$ cat src/rtl/ibtp_pkg.sv
package ibtp_pkg;
  parameter int ADDR_W = 32;
  parameter int IDX_W  = 4;
  parameter int TAG_W  = 8;
  parameter int CLS_W  = 3;

  typedef enum logic [CLS_W-1:0] {
    BR_NONE     = 3'd0,
    BR_IND_CALL = 3'd1,
    BR_IND_JMP  = 3'd2,
    BR_NEAR_RET = 3'd3,
    BR_COND     = 3'd4,
    BR_DIR_CALL = 3'd5,
    BR_FAR      = 3'd6,
    BR_OTHER    = 3'd7
  } br_class_e;

  typedef struct packed {
    logic              vld;
    logic [TAG_W-1:0]  tag;
    logic              thr;
    logic              host;
    logic [ADDR_W-1:0] tgt;
  } entry_t;

  function automatic logic uses_predictor(logic [CLS_W-1:0] cls);
    return (cls == BR_IND_CALL) || (cls == BR_IND_JMP) || (cls == BR_NEAR_RET);
  endfunction

  function automatic logic [IDX_W-1:0] idx_of(logic [ADDR_W-1:0] pc);
    return pc[IDX_W-1:0];
  endfunction

  function automatic logic [TAG_W-1:0] tag_of(logic [ADDR_W-1:0] pc);
    return pc[IDX_W+TAG_W-1:IDX_W];
  endfunction
endpackage

$ cat src/rtl/ibtp_table.sv
module ibtp_table
  import ibtp_pkg::*;
#(
  parameter int ENTRIES = 1 << IDX_W
) (
  input  logic               clk,
  input  logic               rst_n,
  input  logic               flush,
  input  logic               wr_en,
  input  logic [IDX_W-1:0]   wr_idx,
  input  entry_t             wr_entry,
  input  logic [IDX_W-1:0]   rd_idx,
  output entry_t             rd_entry,
  output logic [ENTRIES-1:0] valid_vec
);
  entry_t mem [ENTRIES];

  for (genvar i = 0; i < ENTRIES; i++) begin : g_ent
    always_ff @(posedge clk or negedge rst_n) begin
      if (!rst_n) begin
        mem[i] <= '0;
      end else if (flush) begin
        mem[i].vld <= 1'b0;
      end else if (wr_en && wr_idx == IDX_W'(i)) begin
        mem[i] <= wr_entry;
      end
    end
    assign valid_vec[i] = mem[i].vld;
  end

  assign rd_entry = mem[rd_idx];
endmodule

$ cat src/rtl/ibtp_match.sv
module ibtp_match
  import ibtp_pkg::*;
(
  input  entry_t           ent,
  input  logic [TAG_W-1:0] lk_tag,
  input  logic             lk_thread,
  input  logic             lk_host,
  input  logic             isolate,
  input  logic             restrict_spec,
  output logic             tag_hit,
  output logic             iso_block,
  output logic             priv_block
);
  always_comb begin
    tag_hit    = ent.vld && (ent.tag == lk_tag);
    iso_block  = isolate && (ent.thr != lk_thread);
    priv_block = restrict_spec && lk_host && !ent.host;
  end
endmodule

$ cat src/rtl/ibtp_core.sv
module ibtp_core
  import ibtp_pkg::*;
(
  input  logic              clk,
  input  logic              rst_n,
  input  logic              lk_valid,
  input  logic [CLS_W-1:0]  lk_class,
  input  logic [ADDR_W-1:0] lk_pc,
  input  logic              lk_thread,
  input  logic              lk_host,
  input  logic              tr_valid,
  input  logic [CLS_W-1:0]  tr_class,
  input  logic [ADDR_W-1:0] tr_pc,
  input  logic [ADDR_W-1:0] tr_target,
  input  logic              tr_thread,
  input  logic              tr_host,
  input  logic              ctl_isolate,
  input  logic              ctl_restrict,
  input  logic              ctl_barrier,
  output logic              pred_valid,
  output logic              pred_hit,
  output logic [ADDR_W-1:0] pred_target
);
  localparam int ENTRIES = 1 << IDX_W;

  entry_t             rd_entry;
  entry_t             wr_entry;
  logic [ENTRIES-1:0] valid_vec;
  logic               do_train;
  logic               lk_eligible;
  logic               tag_hit, iso_block, priv_block;
  logic               hit_next;

  assign do_train = tr_valid && uses_predictor(tr_class) && !ctl_barrier;
  assign lk_eligible = lk_valid && uses_predictor(lk_class);

  always_comb begin
    wr_entry.vld  = 1'b1;
    wr_entry.tag  = tag_of(tr_pc);
    wr_entry.thr  = tr_thread;
    wr_entry.host = tr_host;
    wr_entry.tgt  = tr_target;
  end

  ibtp_table #(.ENTRIES(ENTRIES)) u_table (
    .clk      (clk),
    .rst_n    (rst_n),
    .flush    (ctl_barrier),
    .wr_en    (do_train),
    .wr_idx   (idx_of(tr_pc)),
    .wr_entry (wr_entry),
    .rd_idx   (idx_of(lk_pc)),
    .rd_entry (rd_entry),
    .valid_vec(valid_vec)
  );

  ibtp_match u_match (
    .ent          (rd_entry),
    .lk_tag       (tag_of(lk_pc)),
    .lk_thread    (lk_thread),
    .lk_host      (lk_host),
    .isolate      (ctl_isolate),
    .restrict_spec(ctl_restrict),
    .tag_hit      (tag_hit),
    .iso_block    (iso_block),
    .priv_block   (priv_block)
  );

  assign hit_next = lk_eligible && tag_hit && !iso_block && !priv_block && !ctl_barrier;

  always_ff @(posedge clk or negedge rst_n) begin
    if (!rst_n) begin
      pred_valid  <= 1'b0;
      pred_hit    <= 1'b0;
      pred_target <= '0;
    end else begin
      pred_valid  <= lk_valid;
      pred_hit    <= hit_next;
      pred_target <= hit_next ? rd_entry.tgt : '0;
    end
  end
endmodule

$ cat config.mk
export PLATFORM = sky130hd
export DESIGN_NAME = ibtp_core
export DESIGN_NICKNAME = d
export VERILOG_FILES = /design/src/rtl/ibtp_pkg.sv /design/src/rtl/ibtp_table.sv /design/src/rtl/ibtp_match.sv /design/src/rtl/ibtp_core.sv
export SDC_FILE = /design/constraint.sdc
export NUM_CORES = 1
export LEC_CHECK = 0
export CELL_PAD_IN_SITES_DETAIL_PLACEMENT = 1
export CELL_PAD_IN_SITES_GLOBAL_PLACEMENT = 2
export CORE_MARGIN = 2
export CORE_UTILIZATION = 49
export DETAILED_ROUTE_END_ITERATION = 8
export GPL_TIMING_DRIVEN = 0
export PLACE_DENSITY_LB_ADDON = 0.1
export SLEW_MARGIN = 20
export SYNTH_ARGS = -nofsm -noshare
export SYNTH_HDL_FRONTEND = slang
export SYNTH_SLANG_ARGS = --single-unit
$ cat constraint.sdc
create_clock -name clk -period 6.77 [get_ports clk]
set_input_delay 0.677 -clock clk [delete_from_list [all_inputs] [get_ports clk]]
set_output_delay 0.677 -clock clk [all_outputs]
set_load 0.01 [all_outputs]
==> metrics.cfg <==
[die]
fp.coreArea_um2=65700
die_h_um=262
die_x_um=262
io_pins=147
rows=94
die_area_um2=68500
start_util_pct=49.5

[grt]
grt_start_max_net_pins=104
gr-usage-all-layers_pct=28.5
antenna_found_initial=4
grt_pass1_wl_um=141000
grt_pass1_vias=21400
grt_overflow=0

[finish]
multi_input_area_um2=13600
nets=2283
finish.instance_area_um2=37700
fillers=5919
seq_area_um2=18100
final_cells=3097
synthToLayoutAreaGrowth_pct=15.6
drive_above_1_share_pct=50.6

[clock_network]
cts.sinks=722
clkLatencyLatePin_ps=630
root_buffer=clkbuf_16
clock_path_buffers=3
cts.clk_slew.worst_paths_ps=60
cts_made_buffers=80
cts_tree=done
htree_num_levels=3

[sta]
finalMaxSlewViolations=0
tightest_slew_ps=1170
post-route-period-util_pct=56.4
setup_violations=0
setup_tns_ps=0
fin_crit_ps=3820
finalHoldViolCount=0
relSlewSlack_pct=21.9
rsz0062_at_grt=false
fmax_ghz=0.262
finalClockSkew_ps=20.7

[synthesis]
synth_fp_nets=2091
synth_cell_type_count=41
ys.flop_type=dfrtp_1
synthArstFlopShare_pct=100
synthCells=1978
yosys-top-cells-area=dfrtp_1, mux2_2, mux4_2
synth_edf_count=0
avgSynthCellArea_um2=16.5
synth_top_area_cell=dfrtp_1
synth.top_cell.area_share_pct=55.5
synth_seq_cells=722
syn_area_um2=32600
ys_seq_area_share_pct=55.5
ys_top_cells_by_count=dfrtp_1, mux2_2, mux4_2
yosys_warnings=0
yosysMostFrequentCell=dfrtp_1

[setup_path]
rr_worst_depth=6
crit_family=simple AND/OR/NAND/NOR gates
startpoint_type=primary input
slowest_delay_ps=870
worstSetupPathType=in -> reg
required_ps=7210
worstSetupEndpointType=flop
cp.depth=9
crit_arrival_ps=4260
cp_max_fo=10
worst-path-buf-inv=3
path_cells=clkdlybuf4s50_1 -> buf_6 -> buf_6 -> mux4_2 -> mux2i_1 -> xnor2_1 -> nand3_1 -> nand3_1 -> nor4_1
cp_slowest_cell=nor4_1

[placement]
dp_cells=2951
place.port_buffers=101
place_area_um2=34900
place_congestion=0.776
place_hpwl_um=59200

[run_status]
outcome=finished, final reports clean

[hold_path]
holdPathStages=1
worstHoldPathType=reg -> reg

[route]
avgRoutedWirePerCell_um=30.5
routed_wl_um=94400
drcViolationCount=0
routed_via_density=6.08
final_antenna_net_count=0
vias=18800
drtIter0Drc=1140
firstDrtPassIters=5

[power_and_ir_drop]
p_leak_uw=0.0174
power_uw=10800
powerDensity_nw_per_um2=288
ir_drop_uv=336

[job]
maxCapViolations=0

## cells by family (layout without fill, tap and decap cells)
group | count (synthesis) | after routing | synth area share [%]
AND/OR/NAND/NOR | 123 | 123 | 2.75
XOR/XNOR | 14 | 14 | 0.377
buffers and inverters | 188 | 441 | 2.74
flip-flops | 722 | 722 | 55.5
multiplexers | 906 | 906 | 38.0
other | 0 | 2 | 0
AO/OA/AOI/OAI | 25 | 25 | 0.603
## stage by stage
step | setup slack, ps | hold slack (ps) | util, %
6_report | 2950 | 475 | 57.3
3_5_place_dp | 2270 | 460 | 53.1
2_1_floorplan | 4080 | 381 | -
3_3_place_gp | -26020 | 453 | 52.7
4_1_cts | 2920 | 474 | 57.3
5_1_grt | 2900 | 485 | 57.3
## path summary, 6_finish.rpt
path	from	to	slack (ps)
worst max-delay path	lk_pc[0]	pred_target[31]$_DFF_PN0_	2950
worst min-delay path	u_table.valid_vec[6]$_DFFE_PN0P_	u_table.valid_vec[6]$_DFFE_PN0P_	470
worst max register to register	u_table.mem[211]$_DFFE_PN0P_	pred_target[31]$_DFF_PN0_	3550
worst min register to register	u_table.valid_vec[6]$_DFFE_PN0P_	u_table.valid_vec[6]$_DFFE_PN0P_	470
max in group asynchronous	rst_n	u_table.mem[523]$_DFFE_PN0P_	3880
min in group asynchronous	rst_n	pred_target[26]$_DFF_PN0_	580
## placed cells by master, fill, tap and decap left out, types with 4 or more instances in the layout
cell and n:
a21o_1 10, buf_16 7, buf_2 71, buf_4 4
buf_6 10, bufinv_16 8, clkbuf_1 110, clkbuf_16 85
clkbuf_8 15, clkdlybuf4s50_1 100, clkinv_2 12, dfrtp_1 722
inv_1 7, mux2_2 673, mux2i_1 36, mux4_2 194
nand2_1 9, nand2b_1 5, nand3_1 9, nand4_1 34
nor2_1 13, nor3_1 4, nor3_2 5, nor4_1 4
nor4_2 30, o21ai_0 6, xnor2_1 10
## per-layer routing
metal / wire [um] / GRT usage, % / vias up
li1: - / - / 7826
met1: 40400 / 38.0 / 10400
met2: 47100 / 47.8 / 412
met3: 3990 / 4.85 / 173
met4: 2920 / 9.45 / 2
met5: 8 / 0 / -
## registers in the layout, summed over array words and instances (netlist names)
name	cells
pred_hit	1
pred_target	32
u_table.valid_vec	16
pred_valid	1
u_table.mem	672
## final cells by class
cell class / count / area share (%)
Buffer: 180 / 2.30
Tap cell: 864 / 2.87
Clock buffer: 118 / 6.38
Clock inverter: 25 / 0.904
Sequential cell: 722 / 48.0
Antenna cell: 2 / 0.0133
Multi-Input combinational cell: 1068 / 36.2
Inverter: 8 / 0.0797
Timing Repair Buffer: 110 / 3.27
## where the power goes
| group | switching [uW] | total [uW] | internal (uW) |
|---|---|---|---|
| clock | 1780 | 4540 | 2760 |
| combinational | 590 | 1290 | 705 |
| sequential | 238 | 5010 | 4770 |
## repair_timing
action	in CTS	in global routing
hold buffers	1	0
endpoints found under the hold margin	19	0
buffers inserted	0	0
gates resized for setup	0	0
Power figures use the tool's default switching activity.
